===== config.mk =====
export PLATFORM = sky130hd
export DESIGN_NAME = irq_prio_ctrl
export DESIGN_NICKNAME = d
export VERILOG_FILES = /design/src/rtl/irqc_pkg.sv /design/src/rtl/irqc_edge_capture.sv /design/src/rtl/irqc_pending.sv /design/src/rtl/irqc_arbiter.sv /design/src/rtl/irqc_service.sv /design/src/rtl/irqc_regs.sv /design/src/rtl/irq_prio_ctrl.sv
export SDC_FILE = /design/constraint.sdc
export NUM_CORES = 1
export LEC_CHECK = 0
export BUFFER_PORTS_ARGS = -buffer_cell sky130_fd_sc_hd__buf_2
export CORE_ASPECT_RATIO = 1.1
export CORE_MARGIN = 5
export CORE_UTILIZATION = 56
export DETAILED_ROUTE_END_ITERATION = 10
export GPL_TIMING_DRIVEN = 0
export PLACE_DENSITY_LB_ADDON = 0.15
export SKIP_CTS_REPAIR_TIMING = 1
export SYNTH_ARGS = -nofsm -noshare
export SYNTH_HDL_FRONTEND = slang
export SYNTH_SLANG_ARGS = --single-unit

===== constraint.sdc =====
create_clock -name clk -period 21.6 [get_ports clk]
set_clock_uncertainty 0.1 [all_clocks]
set_input_delay 0 -clock clk [delete_from_list [all_inputs] [get_ports clk]]
set_output_delay 0 -clock clk [all_outputs]
set_load 0.01 [all_outputs]

===== src/rtl/irqc_pkg.sv =====
// Package: shared sizes and register layout of the interrupt controller.
// Assumes two priority nibbles per data byte and eight flags per pending byte.
package irqc_pkg;
    localparam int N_IRQ_DEF  = 16;
    localparam int PRIO_W_DEF = 4;
    localparam int DATA_W_DEF = 8;
    localparam int ADDR_W_DEF = 4;

    // Decoded mode setting held by the register bank.
    typedef struct packed {
        logic stop_after;  // bit 1: finish current request, then admit none
        logic normal;      // bit 0: continuous service
    } irqc_mode_t;
endpackage


===== src/rtl/irqc_edge_capture.sv =====
// Module: irqc_edge_capture
// Synchronises each asynchronous request line through two flops and
// emits a one-cycle pulse on every rising edge seen after synchronisation.
// Assumes request lines stay high for at least two clock periods.
module irqc_edge_capture #(
    parameter int N_IRQ = 16
) (
    input  logic             clk,
    input  logic             rst_n,
    input  logic [N_IRQ-1:0] irq_async,
    output logic [N_IRQ-1:0] rise
);
    localparam int DEPTH = 3;

    for (genvar g = 0; g < N_IRQ; g++) begin : g_line
        logic [DEPTH-1:0] sh_q;

        // Shift chain: two synchroniser stages plus one history stage.
        always_ff @(posedge clk) begin
            if (!rst_n) begin
                sh_q <= '0;
            end else begin
                sh_q <= {sh_q[DEPTH-2:0], irq_async[g]};
            end
        end

        assign rise[g] = sh_q[DEPTH-2] & ~sh_q[DEPTH-1];
    end
endmodule


===== src/rtl/irqc_pending.sv =====
// Module: irqc_pending
// Sticky pending flags: a rise sets a flag, a served clear resets it.
// A set and a clear on the same flag in the same cycle leave it set,
// so a fresh edge is never lost.
module irqc_pending #(
    parameter int N_IRQ = 16
) (
    input  logic             clk,
    input  logic             rst_n,
    input  logic [N_IRQ-1:0] set_vec,
    input  logic [N_IRQ-1:0] clr_vec,
    output logic [N_IRQ-1:0] pend
);
    // Flag update: clear first, then OR in new edges.
    always_ff @(posedge clk) begin
        if (!rst_n) begin
            pend <= '0;
        end else begin
            pend <= (pend & ~clr_vec) | set_vec;
        end
    end
endmodule


===== src/rtl/irqc_arbiter.sv =====
// Module: irqc_arbiter
// Combinational priority pick over the pending flags. A zero priority
// excludes an input, larger values win, and ties go to the higher index.
// Assumes priorities arrive flattened, input i at bits [i*PRIO_W +: PRIO_W].
module irqc_arbiter #(
    parameter int N_IRQ  = 16,
    parameter int PRIO_W = 4,
    parameter int IDX_W  = $clog2(N_IRQ)
) (
    input  logic [N_IRQ-1:0]        pend,
    input  logic [N_IRQ*PRIO_W-1:0] prio_flat,
    output logic                    pick_valid,
    output logic [IDX_W-1:0]        pick_idx
);
    logic [PRIO_W-1:0] best;
    logic [PRIO_W-1:0] cur;

    // Linear scan from input 0 upward; ">=" hands ties to the later input.
    always_comb begin
        pick_valid = 1'b0;
        pick_idx   = '0;
        best       = '0;
        cur        = '0;
        for (int i = 0; i < N_IRQ; i++) begin
            cur = prio_flat[i*PRIO_W +: PRIO_W];
            if (pend[i] && (cur != '0) && (cur >= best)) begin
                pick_valid = 1'b1;
                pick_idx   = IDX_W'(i);
                best       = cur;
            end
        end
    end
endmodule


===== src/rtl/irqc_service.sv =====
// Module: irqc_service
// Service handshake and single-service modes. Raises the request when
// idle and allowed, freezes the index until the served write, then drops
// the request for one cycle. An "armed" token limits admission outside
// normal mode: a mode write of 00 grants one token, 10 withdraws it.
module irqc_service #(
    parameter int N_IRQ = 16,
    parameter int IDX_W = $clog2(N_IRQ)
) (
    input  logic             clk,
    input  logic             rst_n,
    input  logic             pick_valid,
    input  logic [IDX_W-1:0] pick_idx,
    input  logic             served_wr,
    input  logic             mode_wr,
    input  logic             wr_normal,
    input  logic             wr_stop,
    input  logic             mode_normal,
    output logic             req,
    output logic [IDX_W-1:0] idx,
    output logic [N_IRQ-1:0] clr_vec
);
    logic armed_q;
    logic allowed;
    logic launch;
    logic served_hit;

    assign allowed    = mode_normal | armed_q;
    assign launch     = ~req & allowed & pick_valid;
    assign served_hit = req & served_wr;

    // Request and frozen index: launch when idle, drop on served write.
    always_ff @(posedge clk) begin
        if (!rst_n) begin
            req <= 1'b0;
            idx <= '0;
        end else if (served_hit) begin
            req <= 1'b0;
        end else if (launch) begin
            req <= 1'b1;
            idx <= pick_idx;
        end
    end

    // Admission token: reloaded by mode writes, spent by a launch outside normal mode.
    always_ff @(posedge clk) begin
        if (!rst_n) begin
            armed_q <= 1'b1;
        end else if (mode_wr) begin
            armed_q <= wr_normal | ~wr_stop;
        end else if (launch && !mode_normal) begin
            armed_q <= 1'b0;
        end
    end

    for (genvar g = 0; g < N_IRQ; g++) begin : g_clr
        assign clr_vec[g] = served_hit && (idx == IDX_W'(g));
    end
endmodule


===== src/rtl/irqc_regs.sv =====
// Module: irqc_regs
// Byte-wide register bank: packed priority nibbles, two read-only pending
// bytes (the first also acts as the return register) and the mode byte.
// Reads are combinational; one write per cycle on reg_we.
module irqc_regs #(
    parameter int N_IRQ  = 16,
    parameter int PRIO_W = 4,
    parameter int DATA_W = 8,
    parameter int ADDR_W = 4
) (
    input  logic                    clk,
    input  logic                    rst_n,
    input  logic [ADDR_W-1:0]       reg_addr,
    input  logic [DATA_W-1:0]       reg_wdata,
    input  logic                    reg_we,
    input  logic [N_IRQ-1:0]        pend,
    output logic [DATA_W-1:0]       reg_rdata,
    output logic [N_IRQ*PRIO_W-1:0] prio_flat,
    output irqc_pkg::irqc_mode_t    mode,
    output logic                    served_wr,
    output logic                    mode_wr
);
    localparam int PER_REG    = DATA_W / PRIO_W;
    localparam int N_PRIO_REG = N_IRQ / PER_REG;
    localparam int N_PEND_REG = N_IRQ / DATA_W;
    localparam int A_RET      = N_PRIO_REG;
    localparam int A_MODE     = N_PRIO_REG + N_PEND_REG;

    assign served_wr = reg_we && (reg_addr == ADDR_W'(A_RET));
    assign mode_wr   = reg_we && (reg_addr == ADDR_W'(A_MODE));

    for (genvar g = 0; g < N_IRQ; g++) begin : g_prio
        logic [PRIO_W-1:0] prio_q;

        // Priority nibble of input g, written through its packed register.
        always_ff @(posedge clk) begin
            if (!rst_n) begin
                prio_q <= '0;
            end else if (reg_we && (reg_addr == ADDR_W'(g / PER_REG))) begin
                prio_q <= reg_wdata[(g % PER_REG)*PRIO_W +: PRIO_W];
            end
        end

        assign prio_flat[g*PRIO_W +: PRIO_W] = prio_q;
    end

    // Mode byte: bit 0 normal, bit 1 stop-after.
    always_ff @(posedge clk) begin
        if (!rst_n) begin
            mode <= '0;
        end else if (mode_wr) begin
            mode.normal     <= reg_wdata[0];
            mode.stop_after <= reg_wdata[1];
        end
    end

    // Read multiplexer over priority, pending and mode registers.
    always_comb begin
        reg_rdata = '0;
        for (int r = 0; r < N_PRIO_REG; r++) begin
            if (reg_addr == ADDR_W'(r)) begin
                reg_rdata = prio_flat[r*DATA_W +: DATA_W];
            end
        end
        for (int k = 0; k < N_PEND_REG; k++) begin
            if (reg_addr == ADDR_W'(A_RET + k)) begin
                reg_rdata = pend[k*DATA_W +: DATA_W];
            end
        end
        if (reg_addr == ADDR_W'(A_MODE)) begin
            reg_rdata[1:0] = {mode.stop_after, mode.normal};
        end
    end
endmodule


===== src/rtl/irq_prio_ctrl.sv =====
// Module: irq_prio_ctrl (top)
// Prioritised interrupt controller: edge capture, pending flags, priority
// arbitration and a served-write handshake toward the processor.
// Assumes DATA_W is twice PRIO_W and N_IRQ is a multiple of DATA_W.
module irq_prio_ctrl #(
    parameter int N_IRQ  = irqc_pkg::N_IRQ_DEF,
    parameter int PRIO_W = irqc_pkg::PRIO_W_DEF,
    parameter int DATA_W = irqc_pkg::DATA_W_DEF,
    parameter int ADDR_W = irqc_pkg::ADDR_W_DEF,
    localparam int IDX_W = $clog2(N_IRQ)
) (
    input  logic              clk,
    input  logic              rst_n,
    input  logic [N_IRQ-1:0]  irq_in,
    input  logic [ADDR_W-1:0] reg_addr,
    input  logic [DATA_W-1:0] reg_wdata,
    input  logic              reg_we,
    output logic [DATA_W-1:0] reg_rdata,
    output logic              cpu_req,
    output logic [IDX_W-1:0]  cpu_idx
);
    logic [N_IRQ-1:0]        rise_vec;
    logic [N_IRQ-1:0]        clr_vec;
    logic [N_IRQ-1:0]        pend_q;
    logic [N_IRQ*PRIO_W-1:0] prio_flat;
    logic                    pick_valid;
    logic [IDX_W-1:0]        pick_idx;
    logic                    served_wr;
    logic                    mode_wr;
    irqc_pkg::irqc_mode_t    mode;

    irqc_edge_capture #(.N_IRQ(N_IRQ)) u_edge (
        .clk       (clk),
        .rst_n     (rst_n),
        .irq_async (irq_in),
        .rise      (rise_vec)
    );

    irqc_pending #(.N_IRQ(N_IRQ)) u_pend (
        .clk     (clk),
        .rst_n   (rst_n),
        .set_vec (rise_vec),
        .clr_vec (clr_vec),
        .pend    (pend_q)
    );

    irqc_regs #(
        .N_IRQ (N_IRQ),
        .PRIO_W(PRIO_W),
        .DATA_W(DATA_W),
        .ADDR_W(ADDR_W)
    ) u_regs (
        .clk       (clk),
        .rst_n     (rst_n),
        .reg_addr  (reg_addr),
        .reg_wdata (reg_wdata),
        .reg_we    (reg_we),
        .pend      (pend_q),
        .reg_rdata (reg_rdata),
        .prio_flat (prio_flat),
        .mode      (mode),
        .served_wr (served_wr),
        .mode_wr   (mode_wr)
    );

    irqc_arbiter #(
        .N_IRQ (N_IRQ),
        .PRIO_W(PRIO_W),
        .IDX_W (IDX_W)
    ) u_arb (
        .pend       (pend_q),
        .prio_flat  (prio_flat),
        .pick_valid (pick_valid),
        .pick_idx   (pick_idx)
    );

    irqc_service #(
        .N_IRQ(N_IRQ),
        .IDX_W(IDX_W)
    ) u_svc (
        .clk         (clk),
        .rst_n       (rst_n),
        .pick_valid  (pick_valid),
        .pick_idx    (pick_idx),
        .served_wr   (served_wr),
        .mode_wr     (mode_wr),
        .wr_normal   (reg_wdata[0]),
        .wr_stop     (reg_wdata[1]),
        .mode_normal (mode.normal),
        .req         (cpu_req),
        .idx         (cpu_idx),
        .clr_vec     (clr_vec)
    );
endmodule


# After elaboration in Yosys (flattened, before gate mapping)
# Index checks and enable logic that the tools add are counted.
[word_totals]
ff_bits = 136
in_bits = 31
output_inout_bits = 13
word_cells = 263
[classes]
magnitude_cmp = 16
eq_ne = 25
muxes = 59
bitwise_logic = 44
reduce_logical = 81
[op_table]
columns = ["operator", "n"]
rows = [
  ["$mux W4", 23],
  ["$mux W8", 10],
  ["$reduce_bool A4 Y1", 16],
  ["$ge A4 B4 Y1", 15],
  ["$logic_and A1 B1 Y1", 59],
  ["$eq A4 B4 Y1 const B", 11],
  ["$eq A4 B3 Y1 const B", 8],
  ["$not A1 Y1", 20],
  ["$and A1 B1 Y1", 19],
  ["$mux W1", 19],
  ["$and A16 B16 Y16", 1],
  ["$eq A4 B2 Y1 const B", 4],
  ["$not A16 Y16", 1],
  ["$or A16 B16 Y16", 1],
  ["$mux W3", 4],
  ["$eq A4 B1 Y1 const B", 2],
  ["$logic_not A4 Y1", 2],
  ["$mux W2", 3],
  ["$ge A4 B1 Y1 const B", 1],
  ["$or A1 B1 Y1", 2],
  ["$reduce_and A2 Y1", 1],
  ["$reduce_bool A2 Y1", 1],
  ["$reduce_or A2 Y1", 1],
  ["$logic_not A1 Y1", 1],
]

# Depth between registers and ports, before layout
# Gate-level depths: netlist of run 1.
[depth]
ltp_word = 53
depth_mapped = 121
ltp_nobuf = 120

# By module
# From an unflattened synthesis of run 1, not the netlist that was laid out.
[unflattened]
hier_cells = 1004
area_unflattened_um2 = 8710.9
[modules_own_cells]
columns = ["module", "instances", "cells_each", "area_each_um2", "seq_area_each_um2"]
rows = [
  ["irqc_regs", 1, 364, 3435.8, 1321.3],
  ["irqc_arbiter", 1, 421, 2920.3, 0.0],
  ["irqc_edge_capture", 1, 117, 1405.1, 960.9],
  ["irqc_pending", 1, 50, 571.8, 320.3],
  ["irqc_service", 1, 52, 377.9, 120.1],
]

# Least setup slack after synthesis of run 1
# Ideal clock, no wire load.
[synth_path]
path_kind = "flip-flop to flip-flop"
from = "register u_pend.pend[0]"
to = "register u_svc.idx[0]"
setup_ns = 0.119
t_arrival_ns = 22.555
required_ns = 21.381
path_slack_ns = -1.174
path_stages_with_launch = 114
path_buffers = 2
synth_period_minus_slack_ns = 22.774
path_cell_list = "dfxtp_1 -> nand2_1 -> ha_1 -> o211ai_1 -> o21ai_1 -> and3_1 -> clkbuf_1 -> mux2_2 -> ha_1 -> nand2b_1 -> a211o_1 -> and3b_1 -> a31oi_2 -> nand2_1 -> o21ai_0 -> ha_1 -> nand2b_1 -> a21o_1 -> [... 78 more ...] -> mux2_4 -> ha_1 -> a21o_1 -> a21o_1 -> a21oi_1 -> nor2b_1 -> o41ai_1 -> a22o_1 -> ha_1 -> nand2b_1 -> a21o_1 -> a21o_1 -> a21oi_1 -> o21ai_0 -> nor4_1 -> nor2b_1 -> a21oi_2 -> o221a_1"
[synth_between]
elab_chain_len = 50
elab_cells_between_ends = 80
classes_between = "order compare (15); mux (46); bitwise (1); reduce/logical (18)"
[synth_rtl]
columns = ["item", "line", "text"]
rows = [
  ["from (decl)", "irqc_pending.sv:12", "output logic [N_IRQ-1:0] pend"],
  ["from (signal assigned)", "irqc_pending.sv:19", "pend <= (pend & ~clr_vec) | set_vec;"],
  ["$logic_and A1 B1 Y1 (*) (2 in series)", "irqc_arbiter.sv:26", "if (pend[i] && (cur != '0) && (cur >= best)) begin"],
  ["$mux W4", "irqc_arbiter.sv:26", ""],
  ["$ge A4 B4 Y1", "irqc_arbiter.sv:26", ""],
  ["$logic_and A1 B1 Y1", "irqc_arbiter.sv:26", ""],
  ["$mux W4", "irqc_arbiter.sv:26", ""],
  ["$ge A4 B4 Y1", "irqc_arbiter.sv:26", ""],
  ["$logic_and A1 B1 Y1", "irqc_arbiter.sv:26", ""],
  ["$mux W4", "irqc_arbiter.sv:26", ""],
  ["[... 33 more ...]", "--", ""],
  ["$ge A4 B4 Y1", "irqc_arbiter.sv:26", ""],
  ["$logic_and A1 B1 Y1", "irqc_arbiter.sv:26", ""],
  ["$mux W4", "irqc_arbiter.sv:26", ""],
  ["$ge A4 B4 Y1", "irqc_arbiter.sv:26", ""],
  ["$logic_and A1 B1 Y1", "irqc_arbiter.sv:26", ""],
  ["$mux W1", "irqc_arbiter.sv:26", ""],
  ["$and A1 B1 Y1", "irqc_service.sv:29", "assign launch = ~req & allowed & pick_valid;"],
  ["$reduce_and A2 Y1 (no source line)", "--", ""],
  ["to (signal assigned)", "irqc_service.sv:41", "idx <= pick_idx;"],
  ["to (decl)", "irqc_service.sv:20", "output logic [IDX_W-1:0] idx,"],
]
# Every way passes the cells marked *; elsewhere a longest branch is shown, timed or not.
# A chain may end at the register's enable or synchronous reset.

# Worst setup path after layout of run 1
# Ends and elaborated chain as after synthesis.

==> flow_metrics.env, run 1 <==
export IMPL_die_x_um=126
export IMPL_grt_max_degree=17
export IMPL_yosys_warnings=0
export IMPL_maxCapViolations=0
export IMPL_fin_hold_ws_ns=-0.0257
export IMPL_portBuffers=32
export IMPL_io_pins=44
export IMPL_setup_viol=6
export IMPL_rr_startpoint="u_pend.pend[0]"
export IMPL_synth_ff_type="dfxtp_1"
export IMPL_min_period_ns=22.01
export IMPL_cp_data_arrival_time_ns=22.21
export IMPL_cts_buffers_inserted=17
export IMPL_hold_viol=5
export IMPL_grt_overflow_total=0
export IMPL_irDropWorstVdd_uv=59.7
export IMPL_final_common_cell="dfxtp_1"
export IMPL_synth_seq_area_share_pct=32.8
export IMPL_max_freq_mhz=45.4
export IMPL_drive_gt1_share_pct=22.8
export IMPL_grt_pass1_vias=7510
export IMPL_cts_max_level=4
export IMPL_final_cell_mix="dfxtp_1, nor2_1, nand2_1, mux2i_1, a21oi_1"
export IMPL_period_share_pct=102
export IMPL_finalNonFillerCells=1314
export IMPL_postSynth_asyncResetShare_pct=0
export IMPL_cp_common_cell="ha_4"
export IMPL_maxSlewViolCount=0
export IMPL_required_ns=21.80
export IMPL_rows=46
export IMPL_die_h_um=138
export IMPL_crit_type="register to register"
export IMPL_grt_use_total_pct=27.9
export IMPL_synth_seq_cells=136
export IMPL_dieArea_um2=17300
export IMPL_status="finished, violations left"
export IMPL_wirelength_mm=25.7
export IMPL_power_uw=642
export IMPL_drc=0
export IMPL_synth_edff_count=0
export IMPL_slew_headroom_pct=45.6
export IMPL_root_buffer="clkbuf_16"
export IMPL_cts_tree="built"
export IMPL_hp_class="primary input to register"
export IMPL_dp_hpwl_mm=18.0
export IMPL_rsz0062_at_grt="true"
export IMPL_clock_sinks=136
export IMPL_ant_nets=0
export IMPL_area_growth_pct=28.1
export IMPL_nFillCells=1117
export IMPL_violations="negative hold slack, negative setup slack"
export IMPL_min_path_cells=3
export IMPL_end_kind="register"
export IMPL_yosysUniqueCellTypes=82
export IMPL_initial_core_util_pct=57.2
export IMPL_slowest_stage="dfxtp_4"
export IMPL_syn_area_um2=8290
export IMPL_cts_max_path_buffers=2
export IMPL_wl_per_cell_um=19.6
export IMPL_routed_via_count=8210
export IMPL_path_max_fanout=7
export IMPL_drt_pass1_iter_count=5
export IMPL_r2r_cells=113
export IMPL_insertion_delay_ns=0.42
export IMPL_setup_tns_ns=-1.83
export IMPL_n_antenna_cell=0
export IMPL_drtIter0Drc=673
export IMPL_final_nets=1183
export IMPL_r2r_end="u_svc.idx[0]"
export IMPL_rrSetupSlack_ns=-0.41
export IMPL_grt_pass1_wl_mm=38.3
export IMPL_slowest_delay_ns=0.41
export IMPL_avgSynthCellArea_um2=8.26
export IMPL_placed_cells=1227
export IMPL_fin_ws_ns=-0.407
export IMPL_coreArea_um2=14500
export IMPL_min_delay_start="reg_wdata[7]"
export IMPL_min_to="u_regs.g_prio[9].prio_q[3]"
export IMPL_crit_path_start_kind="register"
export IMPL_p_per_area_nw_per_um2=60.5
export IMPL_place_congestion=1.00
export IMPL_netlist_instances=1003
export IMPL_leakagePower_uw=0.00416
export IMPL_clk_pin_slew_worst_paths_ns=0.06
export IMPL_via_per_inst=6.25
export IMPL_antenna_found_initial=0
export IMPL_syn_nets=1076
export IMPL_tightest_slew_ns=0.806
==> layout make-up <==
type	count	area, um^2	area share (%)
Buffer	55	223	2.10
Clock buffer	20	457	4.30
Clock inverter	11	173	1.63
Inverter	45	171	1.61
Multi-Input combinational cell	767	5990	56.4
Sequential cell	136	2730	25.7
Tap cell	192	240	2.26
Timing Repair Buffer	88	629	5.93
==> power breakdown <==
part	internal, uW	switching (uW)	total, uW
logic	27.3	37.7	65.0
clock network	199	110	309
registers	259	8.77	268
total	485	157	642
==> cell families (layout without fill, tap and decap cells) <==
logic type               Yosys count  after routing  synth area share [%]
AND/OR/NAND/NOR                  369            369                  22.5
flip-flops                       136            136                  32.8
adder cells (fa/ha/maj)           48             48                  7.08
AO/OA/AOI/OAI                    269            269                  22.8
buffers and inverters            100            219                  4.63
multiplexers                      81             81                  10.1
==> routing by layer <==
| layer | routed length (um) | track usage [%] | vias up | part of all wire, % |
|---|---|---|---|---|
| met3 | 1860 | 4.03 | 88 | 7.2 |
| li1 | - | - | 3847 | - |
| met2 | 12500 | 49.5 | 370 | 49 |
| met4 | 1180 | 13.2 | 0 | 4.6 |
| met1 | 10200 | 33.4 | 3905 | 40 |
| met5 | 0 | 0 | - | 0 |
==> worst max-delay path: cells and delay by family, from the launching register on <==
family,cells,cell delay [ns]
AOI/OAI and AO/OA,40,6.94
and+or+nand+nor,36,5.43
adders and majority gates,19,4.70
muxes,11,3.62
buffers and inverters,7,0.62
DFF,1,0.41
==> synthesized netlist by cell type, types with 6 or more instances <==
master	n	area, um^2
nor2b_1	18	113
a211oi_1	10	75.1
inv_1	45	169
o21a_1	11	82.6
o41a_1	6	67.6
o211ai_1	12	90.1
o41ai_1	6	52.6
dfxtp_1	136	2720
mux2i_1	64	641
clkbuf_1	53	199
ha_1	42	526
o21ai_0	48	240
a21o_1	11	82.6
or2_2	7	43.8
a21oi_1	68	340
nand4_1	6	37.5
a22o_1	7	61.3
nand3_1	37	185
a31oi_1	15	93.8
nand2_1	79	297
nand2b_1	31	194
and3_1	12	75.1
mux2_2	14	158
a22oi_1	7	52.6
and2_1	55	344
nor2_1	95	357
==> worst max-delay path by stage <==
stage	startpoint	to	slack (ns)	cells after the start
5_1_grt	u_pend.pend[0]	u_svc.idx[1]	-1.23	117
3_3_place_gp	u_pend.pend[0]	u_svc.idx[1]	-2.01	116
2_1_floorplan	u_pend.pend[0]	u_svc.idx[0]	0.04	115
3_5_place_dp	u_pend.pend[0]	u_svc.idx[1]	-2.04	116
4_1_cts	u_pend.pend[0]	u_svc.idx[1]	-2.17	116
6_report	u_pend.pend[0]	u_svc.idx[0]	-0.41	113
==> stage by stage <==
stage                     util [%]  instance area (um^2)  setup slack, ns
after global routing          73.2                 10600            -1.23
after global placement        61.2                  8870            -2.01
after floorplan                  -                  8470           0.0384
final                         73.2                 10600           -0.407
after CTS                     65.5                  9500            -2.17
after detailed placement      61.2                  8870            -2.04
==> flip-flops by register name (all words and copies together) (netlist names) <==
name                  flops
u_regs.g_prio.prio_q     64
u_edge.g_line.sh_q       48
u_pend.pend              16
u_svc.idx                 4
u_regs.mode               2
u_svc.armed_q             1
u_svc.req                 1
No activity file was read; power rests on OpenSTA's default activity.
==> run 2: changes to the inputs <==
--- a/config.mk
+++ b/config.mk
@@ -15,4 +15,5 @@
 export SKIP_CTS_REPAIR_TIMING = 1
 export SYNTH_ARGS = -nofsm -noshare
 export SYNTH_HDL_FRONTEND = slang
+export SYNTH_HIERARCHICAL = 1
 export SYNTH_SLANG_ARGS = --single-unit
==> flow_metrics.env, run 2 <==
export IMPL_portBuffers=33
export IMPL_p_sw_share_pct=25.8
export IMPL_placed_cells=1233
export IMPL_place_area_um2=9390
export IMPL_area_growth_pct=29.1
export IMPL_slowest_stage="dfxtp_4"
export IMPL_min_path_cells=3
export IMPL_insertion_delay_ns=0.42
export IMPL_highest_layer="met4"
export IMPL_wl_per_cell_um=20.1
export IMPL_syn_nets=1077
export IMPL_die_x_um=129
export IMPL_seqPwrFrac_pct=41.1
export IMPL_place_congestion=0.957
export IMPL_status="finished, violations left"
export IMPL_drtIter0Drc=687
export IMPL_final_nets=1219
export IMPL_preCtsSetupSlack_ns=-2.29
export IMPL_cts_max_level=4
export IMPL_setup_viol=6
export IMPL_cp_data_arrival_time_ns=22.58
export IMPL_cts_buffers_inserted=17
export IMPL_postSynth_asyncResetShare_pct=0
export IMPL_power_uw=648
export IMPL_cp_top_family="compound AO/OA/AOI/OAI gates"
export IMPL_grt_use_total_pct=27.4
export IMPL_dieArea_um2=18200
export IMPL_fin_area_um2=11200
export IMPL_cts_tree="built"
export IMPL_final_common_cell="dfxtp_1"
export IMPL_slew_headroom_pct=37.1
export IMPL_grt_overflow_total=0
export IMPL_maxCapViolations=0
export IMPL_fin_ws_ns=-0.776
export IMPL_p_per_area_nw_per_um2=57.6
export IMPL_grt_pass1_wl_mm=39.2
export IMPL_n_antenna_cell=0
export IMPL_clk_pin_slew_worst_paths_ns=0.06
export IMPL_drt_met1_wl_mm=11.2
export IMPL_max_freq_mhz=44.7
export IMPL_tightest_slew_ns=0.935
export IMPL_yosysMostFrequentCell="dfxtp_1"
export IMPL_r2r_cells=119
export IMPL_io_pins=44
export IMPL_synth_area_leaders="dfxtp_1, mux2i_1, nor2b_1, ha_1, and2_1"
export IMPL_period_share_pct=104
export IMPL_leakagePower_uw=0.00455
export IMPL_grt_pass1_vias=7467
export IMPL_synth_edff_count=0
export IMPL_path_max_fanout=7
export IMPL_min_period_ns=22.38
export IMPL_cp_num_cells=119
export IMPL_rsz0062_at_grt="true"
export IMPL_critical_path_buf_inv_count=4
export IMPL_hold_viol=0
export IMPL_pwr_share_comb_pct=11.2
export IMPL_fin_hold_ws_ns=0.00934
export IMPL_synth_seq_area_share_pct=31.3
export IMPL_root_buffer="clkbuf_16"
export IMPL_crit_type="register to register"
export IMPL_yosys_warnings=6
export IMPL_wirelength_mm=27.2
export IMPL_die_h_um=141
export IMPL_synthTopCellsByCount="dfxtp_1, nor2b_1, nand2_1, mux2i_1, and2_1"
export IMPL_top_regs="u_regs/g_prio.prio_q x64, u_edge/g_line.sh_q x48, u_pend/pend x16"
export IMPL_routed_via_count=8264
export IMPL_final_cell_mix="dfxtp_1, nor2b_1, nand2_1, mux2i_1, buf_4"
export IMPL_initial_core_util_pct=57.4
export IMPL_power_switching_uw=167
export IMPL_violations="negative setup slack"
export IMPL_drc=0
export IMPL_dp_hpwl_mm=18.5
export IMPL_irDropWorstVdd_uv=72.1
export IMPL_finalNonFillerCells=1355
export IMPL_rows=47
export IMPL_crit_start="u_pend/pend[0]"
export IMPL_synth_ff_type="dfxtp_1"
export IMPL_yosysUniqueCellTypes=84
export IMPL_route_met2_wl_mm=13.1
export IMPL_slowest_delay_ns=0.41
export IMPL_rr_startpoint="u_pend/pend[0]"
export IMPL_synth_top_cell_area_share_pct=31.3
export IMPL_internal_power_uw=481
export IMPL_cts_max_path_buffers=2
export IMPL_drt_pass1_iter_count=5
export IMPL_antenna_found_initial=0
export IMPL_crit_path_start_kind="register"
export IMPL_required_ns=21.81
export IMPL_largest_reg_flops=64
export IMPL_synth_seq_cells=136
export IMPL_via_per_inst=6.10
export IMPL_hp_class="primary input to register"
export IMPL_drive_gt1_share_pct=26.1
export IMPL_top_register="u_regs/g_prio.prio_q"
export IMPL_power_frac_clock_pct=47.7
export IMPL_clock_sinks=136
export IMPL_syn_area_um2=8710
export IMPL_maxSlewViolCount=0
export IMPL_avgSynthCellArea_um2=8.68
export IMPL_end_kind="register"
export IMPL_grt_max_degree=17
export IMPL_wl_met3_mm=2.01
export IMPL_coreArea_um2=15200
export IMPL_min_delay_start="reg_wdata[4]"
export IMPL_ant_nets=0
export IMPL_netlist_instances=1004
export IMPL_yosys_area_top_type="dfxtp_1"
run 2: cell types whose count changed after synthesis, sizes merged, moves of 8 or more:
cell	change
a21oi	-41
inv	-8
nand3	-18
clkbuf	-28
buf	+20
nor3	+10
nor2b	+72
o21a	+17
nor2	-45
a21boi	+16
run 2: path summary, 6_finish.rpt:
kind / to / slack (ns)
setup / recovery: u_svc/req / -0.78
hold / removal: u_regs/g_prio[11].prio_q[0] / 0.009
setup reg to reg: u_svc/req / -0.78
hold reg to reg: u_edge/g_line[1].sh_q[1] / 0.33
run 2: kinds of logic after synthesis:
logic type,share of synthesized area [%]
compound gates,21.5
mux,10.7
fa+ha+maj,6.75
simple gates,25.0
buf+inv,4.81
flops,31.3
run 2: worst register-to-register path: cells and delay by family, from the launching register on:
kind | cells | cell delay, ns
adders and majority gates | 18 | 4.59
and+or+nand+nor | 42 | 5.39
buffers and inverters | 4 | 0.46
muxes | 9 | 2.98
AOI/OAI and AO/OA | 46 | 8.34
DFF | 1 | 0.41
run 2: area by class of cell:
type                            instances  area [um^2]
Buffer                                 47          310
Clock buffer                           19          443
Tap cell                              196          245
Timing Repair Buffer                  123          932
Clock inverter                         13          178
Multi-Input combinational cell        784         6270
Fill cell                            1102         3930
Sequential cell                       136         2730
Inverter                               37          139
run 2: power by group through the flow:
stage / sequential [uW] / clock [uW] / combinational [uW]
after global routing: 267 / 324 / 78.0
final: 266 / 309 / 72.8
after CTS: 266 / 311 / 60.3
after detailed placement: 271 / 0 / 59.7
after global placement: 271 / 0 / 59.0
after floorplan: 268 / 0 / 44.6
run 2: stage by stage:
| stage | util (%) | setup TNS (ns) |
|---|---|---|
| global route | 74.1 | -9.46 |
| floorplan | - | 0 |
| global placement | 61.9 | -11.90 |
| detailed placement | 61.9 | -13.45 |
| CTS | 65.9 | -14.22 |
| finish | 74.1 | -4.51 |
run 2: layer usage:
layer | GRT usage, % | vias to the layer above
li1 | - | 3947
met1 | 35.5 | 3930
met2 | 44.2 | 319
met3 | 6.55 | 68
met4 | 10.1 | 0
met5 | 0 | -
==> run 3: changes to the inputs <==
--- a/config.mk
+++ b/config.mk
@@ -5,6 +5,7 @@
 export SDC_FILE = /design/constraint.sdc
 export NUM_CORES = 1
 export LEC_CHECK = 0
+export ABC_AREA = 1
 export BUFFER_PORTS_ARGS = -buffer_cell sky130_fd_sc_hd__buf_2
 export CORE_ASPECT_RATIO = 1.1
 export CORE_MARGIN = 5
@@ -12,7 +13,6 @@
 export DETAILED_ROUTE_END_ITERATION = 10
 export GPL_TIMING_DRIVEN = 0
 export PLACE_DENSITY_LB_ADDON = 0.15
-export SKIP_CTS_REPAIR_TIMING = 1
 export SYNTH_ARGS = -nofsm -noshare
 export SYNTH_HDL_FRONTEND = slang
 export SYNTH_HIERARCHICAL = 1
==> flow_metrics.env, run 3 <==
export IMPL_top_register="u_regs/g_prio.prio_q"
export IMPL_preCtsSetupSlack_ns=2.76
export IMPL_area_growth_pct=14.5
export IMPL_synthTopCellsByCount="nand2_1, inv_1, dfxtp_1, nand3_1, a21oi_1"
export IMPL_irDropWorstVdd_uv=59.5
export IMPL_ant_nets=0
export IMPL_max_freq_mhz=51.6
export IMPL_slew_headroom_pct=20.3
export IMPL_yosys_warnings=6
export IMPL_synth_seq_area_share_pct=31.8
export IMPL_wl_per_cell_um=14.4
export IMPL_grt_use_total_pct=25.5
export IMPL_cts_resized=0
export IMPL_rows=47
export IMPL_cts_tree="built"
export IMPL_finalNonFillerCells=1560
export IMPL_drtIter0Drc=613
export IMPL_setup_tns_ns=0
export IMPL_synth_ff_type="dfxtp_1"
export IMPL_grt_overflow_total=0
export IMPL_path_max_fanout=10
export IMPL_grt_max_degree=19
export IMPL_drc=0
export IMPL_place_area_um2=9000
export IMPL_top_regs="u_regs/g_prio.prio_q x64, u_edge/g_line.sh_q x48, u_pend/pend x16"
export IMPL_power_uw=631
export IMPL_syn_nets=1344
export IMPL_postSynth_asyncResetShare_pct=0
export IMPL_cp_data_arrival_time_ns=19.65
export IMPL_cp_common_cell="o21ai_0"
export IMPL_min_period_ns=19.39
export IMPL_io_pins=44
export IMPL_cts_max_path_buffers=2
export IMPL_synth_top_cell_area_share_pct=31.8
export IMPL_p_per_area_nw_per_um2=64.3
export IMPL_slowest_stage="dlygate4sd3_1"
export IMPL_end_kind="register"
export IMPL_die_x_um=128
export IMPL_grt_pass1_vias=7631
export IMPL_cp_top_family="simple AND/OR/NAND/NOR gates"
export IMPL_synth_seq_cells=136
export IMPL_portBuffers=37
export IMPL_dieArea_um2=17900
export IMPL_synth_edff_count=0
export IMPL_netlist_instances=1271
export IMPL_via_per_inst=5.20
export IMPL_rsz0062_at_grt="false"
export IMPL_grt_pass1_wl_mm=37.0
export IMPL_drive_gt1_share_pct=16.7
export IMPL_wirelength_mm=22.4
export IMPL_required_ns=21.85
export IMPL_dp_hpwl_mm=17.0
export IMPL_die_h_um=140
export IMPL_root_buffer="clkbuf_16"
export IMPL_hp_class="primary input to register"
export IMPL_synth_area_leaders="dfxtp_1, nand2_1, inv_1, nand3_1, ha_1"
export IMPL_antenna_found_initial=0
export IMPL_maxSlewViolCount=0
export IMPL_coreArea_um2=15100
export IMPL_initial_core_util_pct=56.9
export IMPL_yosysUniqueCellTypes=37
export IMPL_clk_pin_slew_worst_paths_ns=0.06
export IMPL_slowest_delay_ns=0.55
export IMPL_status="complete, no violations"
export IMPL_syn_area_um2=8570
export IMPL_final_cell_mix="nand2_1, inv_1, dfxtp_1, nand3_1, a21oi_1"
export IMPL_leakagePower_uw=0.00438
export IMPL_cts_max_level=4
export IMPL_clock_sinks=136
export IMPL_n_antenna_cell=0
export IMPL_final_common_cell="nand2_1"
export IMPL_period_share_pct=89.8
export IMPL_place_congestion=0.904
export IMPL_fin_ws_ns=2.21
export IMPL_maxCapViolations=0
export IMPL_insertion_delay_ns=0.42
export IMPL_yosysMostFrequentCell="nand2_1"
export IMPL_yosys_area_top_type="dfxtp_1"
export IMPL_routed_via_count=8107
export IMPL_largest_reg_flops=64
export IMPL_crit_type="register to register"
export IMPL_hold_viol=0
export IMPL_avgSynthCellArea_um2=6.74
export IMPL_critical_path_buf_inv_count=13
export IMPL_final_nets=1424
export IMPL_crit_path_start_kind="register"
export IMPL_placed_cells=1504
export IMPL_tightest_slew_ns=1.18
export IMPL_drt_pass1_iter_count=5
export IMPL_fin_area_um2=9810
export IMPL_cts_buffers_inserted=17
export IMPL_setup_viol=0
run 3: stage by stage:
step	util (%)	hold slack, ns
after floorplan	-	-0.0158
after global placement	59.8	0.0811
after detailed placement	59.8	0.0861
after CTS	65.2	0.00763
after global routing	65.2	0.0362
final	65.2	0.0553
run 3: logic make-up (layout without fill, tap and decap cells):
logic type / count (synthesis) / in the layout / share of synthesized area, %
AOI/OAI and AO/OA: 182 / 182 / 12.4
adders and majority gates: 42 / 42 / 6.13
buffers and inverters: 272 / 365 / 12.6
DFF: 136 / 136 / 31.8
and+or+nand+nor: 639 / 639 / 37.1
run 3: worst paths after layout:
| path | startpoint | end | slack, ns | cells after the start |
|---|---|---|---|---|
| worst min-delay path | reg_wdata[3] | u_regs/g_prio[4].prio_q[3] | 0.06 | 3 |
| worst max-delay path | u_regs/g_prio[0].prio_q[0] | u_svc/armed_q | 2.21 | 148 |
| worst max register to register | u_regs/g_prio[0].prio_q[0] | u_svc/armed_q | 2.21 | 148 |
| worst min register to register | u_edge/g_line[2].sh_q[0] | u_edge/g_line[2].sh_q[1] | 0.31 | 2 |
run 3: area by class of cell:
class / count / area, um^2
Timing Repair Buffer: 61 / 425
Clock inverter: 13 / 133
Tap cell: 196 / 245
Buffer: 35 / 190
Sequential cell: 136 / 2720
Inverter: 237 / 891
Fill cell: 1435 / 5240
Multi-Input combinational cell: 863 / 4760
Clock buffer: 19 / 443
run 3: tightest hold or removal path: stages:
cell and delay [ns]:
clkbuf_1 0.28, nand3_1 0.19, a21oi_1 0.06
run 3: power by group:
| group | internal [uW] | switching [uW] | leakage [uW] |
|---|---|---|---|
| Combinational | 29.2 | 51.1 | 0.00300 |
| Sequential | 260 | 8.22 | 0.00111 |
| Clock | 165 | 118 | 0.000270 |
| Total | 454 | 178 | 0.00438 |
run 3: metal layers:
metal | part of all wire (%) | wire length [um] | global-route usage, %
met1 | 42 | 9460 | 32.1
met2 | 48 | 10700 | 43.4
met3 | 7.2 | 1610 | 4.94
met4 | 2.7 | 616 | 9.11
met5 | 0 | 0 | 0
run 3: repair_timing:
action                                 4_1_cts  5_1_grt
endpoints found under the hold margin       37        0
hold buffers                                24        0
buffers inserted                             0        0
